File: src/rtl/seq_pkg.sv
package seq_pkg;

  // Number of instructions behind a branch that a delayed branch lets run.
  localparam int DELAY_SLOTS = 2;

  typedef enum logic [1:0] {
    BR_NONE = 2'd0,
    BR_JUMP = 2'd1,
    BR_CALL = 2'd2,
    BR_RET  = 2'd3
  } brKind_e;

  // Strobes from the control module to the datapath and the stack.
  typedef struct packed {
    logic redirect;   // load PC from target or stack top
    logic useStack;   // redirect source is the stack top
    logic killD;      // decode content becomes NOP when it moves to execute
    logic killF;      // fetched word becomes NOP when it moves to decode
    logic push;       // call wants to save a return address
    logic pushSkip;   // saved address skips the delay slots
    logic pop;        // return wants the stack top
  } ctrlStrobe_t;

endpackage

File: src/rtl/seq_pc_stack.sv
module seq_pc_stack #(
  parameter int AW    = 12,
  parameter int DEPTH = 8
) (
  input  logic          clk,
  input  logic          rst,
  input  logic          push,
  input  logic [AW-1:0] pushData,
  input  logic          pop,
  output logic [AW-1:0] topData,
  output logic          empty,
  output logic          overflow,
  output logic          underflow
);

  localparam int PW = $clog2(DEPTH + 1);
  localparam int SW = (DEPTH > 1) ? $clog2(DEPTH) : 1;
  localparam logic [PW-1:0] FULL_CNT = PW'(DEPTH);

  logic [AW-1:0] mem [DEPTH];
  logic [PW-1:0] ptr;
  logic [PW-1:0] below;
  logic          full;

  assign full    = (ptr == FULL_CNT);
  assign empty   = (ptr == '0);
  assign below   = ptr - 1'b1;
  assign topData = mem[below[SW-1:0]];

  always_ff @(posedge clk) begin
    if (rst) begin
      ptr       <= '0;
      overflow  <= 1'b0;
      underflow <= 1'b0;
    end else begin
      overflow  <= push && full;
      underflow <= pop && empty;
      if (push && !full)
        ptr <= ptr + 1'b1;
      else if (pop && !empty)
        ptr <= ptr - 1'b1;
    end
  end

  // Storage needs no reset: the pointer decides what is readable.
  always_ff @(posedge clk) begin
    if (!rst && push && !full)
      mem[ptr[SW-1:0]] <= pushData;
  end

endmodule

File: src/rtl/seq_ctrl.sv
module seq_ctrl
  import seq_pkg::*;
(
  input  logic        exValid,
  input  brKind_e     exKind,
  input  logic        exDelayed,
  input  brKind_e     decKind,
  input  brKind_e     fetchKind,
  input  logic        stackEmpty,
  output ctrlStrobe_t ctrl
);

  logic isBr;
  logic retBlocked;
  logic taken;
  logic flush;
  logic slotRule;

  always_comb begin
    isBr       = exValid && (exKind != BR_NONE);
    retBlocked = (exKind == BR_RET) && stackEmpty;
    taken      = isBr && !retBlocked;
    flush      = taken && !exDelayed;
    // Any executing delayed branch makes branches in its slots illegal.
    slotRule   = isBr && exDelayed;

    ctrl.redirect = taken;
    ctrl.useStack = taken && (exKind == BR_RET);
    ctrl.killD    = flush || (slotRule && (decKind != BR_NONE));
    ctrl.killF    = flush || (slotRule && (fetchKind != BR_NONE));
    ctrl.push     = taken && (exKind == BR_CALL);
    ctrl.pushSkip = exDelayed;
    ctrl.pop      = isBr && (exKind == BR_RET);
  end

endmodule

File: src/rtl/seq_datapath.sv
module seq_datapath
  import seq_pkg::*;
#(
  parameter int AW = 12,
  parameter int IW = 24
) (
  input  logic          clk,
  input  logic          rst,
  input  ctrlStrobe_t   ctrl,
  input  logic [IW-1:0] memInstr,
  input  brKind_e       memKind,
  input  logic          memDelayed,
  input  logic [AW-1:0] memTarget,
  input  logic [AW-1:0] stackTop,
  output logic [AW-1:0] pc,
  output logic          decValid,
  output brKind_e       decKind,
  output logic          exValid,
  output brKind_e       exKind,
  output logic          exDelayed,
  output logic [AW-1:0] exAddr,
  output logic [IW-1:0] exInstrOut,
  output logic [AW-1:0] pushData
);

  localparam logic [AW-1:0] STEP_NEXT = AW'(1);
  localparam logic [AW-1:0] STEP_SKIP = AW'(DELAY_SLOTS + 1);

  // decode stage
  logic [AW-1:0] decAddr;
  logic [IW-1:0] decInstr;
  logic          decDelayed;
  logic [AW-1:0] decTarget;
  // execute stage
  logic [IW-1:0] exInstr;
  logic [AW-1:0] exTarget;

  logic [AW-1:0] pcNext;

  always_comb begin
    if (ctrl.redirect)
      pcNext = ctrl.useStack ? stackTop : exTarget;
    else
      pcNext = pc + STEP_NEXT;
  end

  assign pushData   = exAddr + (ctrl.pushSkip ? STEP_SKIP : STEP_NEXT);
  assign exInstrOut = exValid ? exInstr : '0;

  always_ff @(posedge clk) begin
    if (rst) begin
      pc         <= '0;
      decValid   <= 1'b0;
      decKind    <= BR_NONE;
      decAddr    <= '0;
      decInstr   <= '0;
      decDelayed <= 1'b0;
      decTarget  <= '0;
      exValid    <= 1'b0;
      exKind     <= BR_NONE;
      exDelayed  <= 1'b0;
      exAddr     <= '0;
      exInstr    <= '0;
      exTarget   <= '0;
    end else begin
      pc         <= pcNext;
      // fetch -> decode
      decValid   <= !ctrl.killF;
      decKind    <= memKind;
      decAddr    <= pc;
      decInstr   <= memInstr;
      decDelayed <= memDelayed;
      decTarget  <= memTarget;
      // decode -> execute
      exValid    <= decValid && !ctrl.killD;
      exKind     <= decKind;
      exDelayed  <= decDelayed;
      exAddr     <= decAddr;
      exInstr    <= decInstr;
      exTarget   <= decTarget;
    end
  end

endmodule

File: src/rtl/seq_pipe_sequencer.sv
module seq_pipe_sequencer
  import seq_pkg::*;
#(
  parameter int ADDR_W      = 12,
  parameter int INSTR_W     = 24,
  parameter int STACK_DEPTH = 8
) (
  input  logic               clk,
  input  logic               rst,
  output logic [ADDR_W-1:0]  fetchAddr,
  input  logic [INSTR_W-1:0] memInstr,
  input  logic [1:0]         memBrKind,
  input  logic               memBrDelayed,
  input  logic [ADDR_W-1:0]  memBrTarget,
  output logic               fetchValid,
  output logic               decodeValid,
  output logic               execValid,
  output logic [ADDR_W-1:0]  execAddr,
  output logic [INSTR_W-1:0] execInstr,
  output logic               stackOverflow,
  output logic               stackUnderflow
);

  ctrlStrobe_t       ctrlS;
  brKind_e           fetchKind;
  brKind_e           decKind;
  brKind_e           exKind;
  logic              exDelayed;
  logic [ADDR_W-1:0] stackTop;
  logic [ADDR_W-1:0] pushData;
  logic              stackEmpty;

  assign fetchKind  = brKind_e'(memBrKind);
  assign fetchValid = !ctrlS.killF;

  seq_ctrl ctrl_i (
    .exValid    (execValid),
    .exKind     (exKind),
    .exDelayed  (exDelayed),
    .decKind    (decKind),
    .fetchKind  (fetchKind),
    .stackEmpty (stackEmpty),
    .ctrl       (ctrlS)
  );

  seq_datapath #(.AW(ADDR_W), .IW(INSTR_W)) dp_i (
    .clk        (clk),
    .rst        (rst),
    .ctrl       (ctrlS),
    .memInstr   (memInstr),
    .memKind    (fetchKind),
    .memDelayed (memBrDelayed),
    .memTarget  (memBrTarget),
    .stackTop   (stackTop),
    .pc         (fetchAddr),
    .decValid   (decodeValid),
    .decKind    (decKind),
    .exValid    (execValid),
    .exKind     (exKind),
    .exDelayed  (exDelayed),
    .exAddr     (execAddr),
    .exInstrOut (execInstr),
    .pushData   (pushData)
  );

  seq_pc_stack #(.AW(ADDR_W), .DEPTH(STACK_DEPTH)) stack_i (
    .clk       (clk),
    .rst       (rst),
    .push      (ctrlS.push),
    .pushData  (pushData),
    .pop       (ctrlS.pop),
    .topData   (stackTop),
    .empty     (stackEmpty),
    .overflow  (stackOverflow),
    .underflow (stackUnderflow)
  );

endmodule

File: config.mk
export PLATFORM = sky130hd
export DESIGN_NAME = seq_pipe_sequencer
export DESIGN_NICKNAME = d
export VERILOG_FILES = /design/src/rtl/seq_pkg.sv /design/src/rtl/seq_pc_stack.sv /design/src/rtl/seq_ctrl.sv /design/src/rtl/seq_datapath.sv /design/src/rtl/seq_pipe_sequencer.sv
export SDC_FILE = /design/constraint.sdc
export NUM_CORES = 1
export LEC_CHECK = 0
export BUFFER_PORTS_ARGS = -buffer_cell sky130_fd_sc_hd__buf_2
export CORE_MARGIN = 8
export CORE_UTILIZATION = 52
export CTS_BUF_LIST = sky130_fd_sc_hd__clkbuf_4 sky130_fd_sc_hd__clkbuf_8 sky130_fd_sc_hd__clkbuf_16
export DETAILED_ROUTE_END_ITERATION = 12
export GPL_TIMING_DRIVEN = 1
export PLACE_DENSITY = 0.85
export SLEW_MARGIN = 20
export SYNTH_ARGS = -nofsm -noshare
export SYNTH_HDL_FRONTEND = slang
export SYNTH_SLANG_ARGS = --single-unit
File: constraint.sdc
create_clock -name clk -period 3.1 [get_ports clk]
set_input_delay 0.62 -clock clk [delete_from_list [all_inputs] [get_ports clk]]
set_output_delay 0.62 -clock clk [all_outputs]
set_load 0.03 [all_outputs]
==> key figures <==
Run status
  • Status: finished clean

Floorplanning
  • Core Rows: 45
  • Initial Util: 53.2%
  • Die area: 19700 um^2
  • Core Region: 15100 um^2
  • IO Pins: 94
  • Die width: 140 um
  • Die height: 140 um

Setup path
  • R2r setup slk: 210 ps
  • CP max FO: 8
  • Critical Path RT: 2480 ps
  • Cell family with most CP delay: compound AO/OA/AOI/OAI gates
  • FF-to-FF End: stack_i.mem[1][1]$_DFFE_PP_
  • Critical path's largest stage delay: 390 ps
  • Worst path cell trace: inv_1 > ha_1 > nor3b_2 > a31oi_1 > a21oi_1 > buf_2
  • CP Capture Type: output pin
  • Worst setup path endpoint: fetchValid
  • CP startpoint kind: flop
  • Critical Path Stages: 6
  • First element of the critical path: stack_i.ptr[1]$_SDFFE_PP0P_
  • Arr. time, crit path: 2420 ps
  • R2r startpoint: stack_i.ptr[1]$_SDFFE_PP0P_
  • Critical-path top delay cell: dfxtp_1
  • Worst-case reg-to-reg path depth: 7
  • WP buf/inv: 2
  • Critical setup path kind: reg -> out

Timing
  • Final hold slack: 341 ps
  • Max Clock Freq: 329 MHz
  • Final worst path period share: 98.2%
  • Final clock skew: 24.1 ps
  • Measured slew at the worst slew-check pin: 811 ps
  • Min Tclk post-route: 3040 ps
  • Final setup violation count: 0
  • Fin. max-slew vios: 0
  • Worst relative slew slack: 45.9%
  • Setup_tns: 0 ps
  • Unrepaired setup endpoints after global routing: no
  • Fin. Hold Viols: 0

Pwr
  • PwrDens: 629 nW/um^2
  • Sw frac: 20.8%
  • Clock power frac: 44.3%
  • Combinational share of power: 4.0%
  • Sw power: 1.25 mW
  • Leakage: 3.67 nW
  • Internal power component: 4.74 mW
  • Flop pwr share: 51.6%
  • Tot Pwr: 5.99 mW
  • Max IR drop VDD: 0.468 mV

CTS
  • Total CTS buffers: 22
  • Post-CTS Setup Bufs: 0
  • Latest clock arrival within the worst-skew pair: 500 ps
  • CTS resizes: 0
  • Number of hold buffers added after CTS: 0
  • CTS H-tree depth: 1
  • Root Driver: clkbuf_16
  • Clock buffer depth: 3
  • Clock Pin Slew Worst Setup and Hold Paths: 60 ps
  • Clock Sinks: 218
  • TritonCTS clock tree: done

Finish
  • Fillers: 1043
  • P&R area growth vs syn: 18.3%
  • Final nets: 724
  • Layout cells sized above 1: 27.5%
  • Design Area, Final: 9520 um^2

Synthesis
  • Seq cells post-synth: 218
  • Net Count, Synth: 616
  • Synth async-reset ratio: 0%
  • Seq/Total Area, Yosys: 66.1%
  • Most used flip-flop cell after synthesis: dfxtp_1
  • YS warnings: 0
  • Mapped Area: 8050 um^2
  • EDFF count, synth: 96
  • Syn Area/Cell: 14.1 um^2
  • Synth cell types: 52
  • Post-Syn Instances: 570

Global route
  • Gr ovfl total: 0
  • Largest net degree at the start of global routing: 116
  • Initial antenna violation count: 1
  • GRT Total Usage: 19.4%
  • Number of global-route vias before repair: 5245
  • First-pass GRT wire length: 29.7 mm

Flow run
  • Maxcap violations: 0

Place
  • Post-DP HPWL: 12.3 mm
  • Placed Instance Area: 8780 um^2
  • Number of port buffers: 93
  • Placer Congestion: 0.837

Routing
  • WL final: 19.2 mm
  • Pre-antenna DRT Iters: 7
  • Post-DRT Antenna Nets: 0
  • DRC viols: 0
  • Initial DRC Count: 466
  • Vias per inst: 5.74
  • Average routed wire per standard cell: 21.8 um
  • Via count: 5072

Hold path
  • Hold Crit Class: in -> reg
-- cells in the mapped netlist, types with 3 or more instances --
cell type / number / area [um^2]
dfxtp_1: 122 / 2440
buf_2: 8 / 40.0
xor2_1: 4 / 35.0
o211ai_1: 8 / 60.1
clkbuf_1: 19 / 71.3
xnor2_1: 16 / 140
edfxtp_1: 96 / 2880
a21oi_1: 4 / 20.0
a31oi_1: 6 / 37.5
nand4_1: 3 / 18.8
nand3_1: 14 / 70.1
o211a_1: 6 / 60.1
and3_4: 4 / 45.0
ha_1: 4 / 50.1
a32oi_1: 6 / 52.6
nor3_1: 9 / 45.0
inv_1: 8 / 30.0
o21ai_0: 5 / 25.0
a2111oi_4: 4 / 110
and3b_1: 4 / 35.0
and2_1: 26 / 163
mux4_2: 24 / 541
nand2_1: 10 / 37.5
and3_1: 5 / 31.3
nor2_1: 16 / 60.1
a211oi_1: 6 / 45.0
nor2b_1: 103 / 644
-- state kept, by name, summed over array words and instances (netlist names) --
| register | count |
|---|---|
| dp_i.exDelayed | 1 |
| stack_i.underflow | 1 |
| dp_i.decKind | 2 |
| dp_i.exAddr | 12 |
| stack_i.ptr | 4 |
| dp_i.exInstr | 24 |
| dp_i.decAddr | 12 |
| dp_i.exKind | 2 |
| dp_i.decValid | 1 |
| dp_i.exTarget | 12 |
| dp_i.decDelayed | 1 |
| dp_i.pc | 12 |
| dp_i.exValid | 1 |
| dp_i.decInstr | 24 |
| stack_i.mem | 96 |
| dp_i.decTarget | 12 |
| stack_i.overflow | 1 |
-- power by group through the flow --
stage	clock network [mW]	logic (mW)	registers, mW
2_1_floorplan	0	0.137	3.16
3_3_place_gp	0	0.229	3.15
3_5_place_dp	0	0.238	3.16
4_1_cts	2.68	0.244	3.09
5_1_grt	2.81	0.261	3.10
6_report	2.66	0.241	3.09
-- stage by stage --
step                std cells  util, %  setup WS (ps)
finish                    883     62.9           56.2
global placement          842     58.0            585
detailed placement        842     58.0            411
global route              883     62.9           16.6
CTS                       882     62.8            122
floorplan                 570        -           32.1
-- layout by cell type, fill, tap and decap left out, types with 8 or more instances in the layout --
master / synthesis / layout
nand2_1: 10 / 10
mux4_2: 24 / 24
clkbuf_16: 0 / 23
o211ai_1: 8 / 8
and2_1: 26 / 26
buf_2: 8 / 92
dfxtp_1: 122 / 122
buf_4: 2 / 24
nand3_1: 14 / 14
edfxtp_1: 96 / 96
nor2_1: 16 / 16
nor2b_1: 103 / 103
inv_1: 8 / 8
nor3_1: 9 / 9
xnor2_1: 16 / 16
-- layer usage --
metal | track usage, % | vias up | wire, um
met5 | 0 | - | 0
met1 | 22.0 | 2505 | 6860
met3 | 3.57 | 56 | 1450
met4 | 9.73 | 0 | 720
met2 | 34.4 | 258 | 10200
li1 | - | 2253 | -
-- logic make-up after synthesis --
logic type | share of synthesized area, %
simple gates | 15.5
mux | 6.84
buf+inv | 2.33
xor+xnor | 2.17
compound gates | 6.20
flops | 66.1
fa+ha+maj | 0.870
-- worst min-delay path by stage --
| stage | start | endpoint | slack, ps | cells after the start |
|---|---|---|---|---|
| 5_1_grt | memInstr[7] | dp_i.decInstr[7]$_SDFF_PP0_ | 340 | 2 |
| 4_1_cts | memBrTarget[4] | dp_i.decTarget[4]$_SDFF_PP0_ | 330 | 2 |
| 3_5_place_dp | dp_i.decTarget[1]$_SDFF_PP0_ | dp_i.exTarget[1]$_SDFF_PP0_ | 420 | 1 |
| 2_1_floorplan | dp_i.decAddr[0]$_SDFF_PP0_ | dp_i.exAddr[0]$_SDFF_PP0_ | 410 | 1 |
| 6_report | memBrTarget[4] | dp_i.decTarget[4]$_SDFF_PP0_ | 340 | 2 |
| 3_3_place_gp | dp_i.decInstr[0]$_SDFF_PP0_ | dp_i.exInstr[0]$_SDFF_PP0_ | 420 | 1 |
-- cell type report --
| type | count | area (um^2) | area share [%] |
|---|---|---|---|
| diodes | 1 | 2.50 | 0.0263 |
| inverters | 8 | 30.0 | 0.315 |
| clock buffers | 28 | 626 | 6.57 |
| flip-flops and latches | 218 | 5330 | 55.9 |
| multi-input cells | 311 | 2540 | 26.7 |
| repair buffers | 117 | 652 | 6.84 |
| well taps | 188 | 235 | 2.47 |
| clock inverters | 12 | 113 | 1.18 |
No activity file was read; power rests on OpenSTA's default activity.
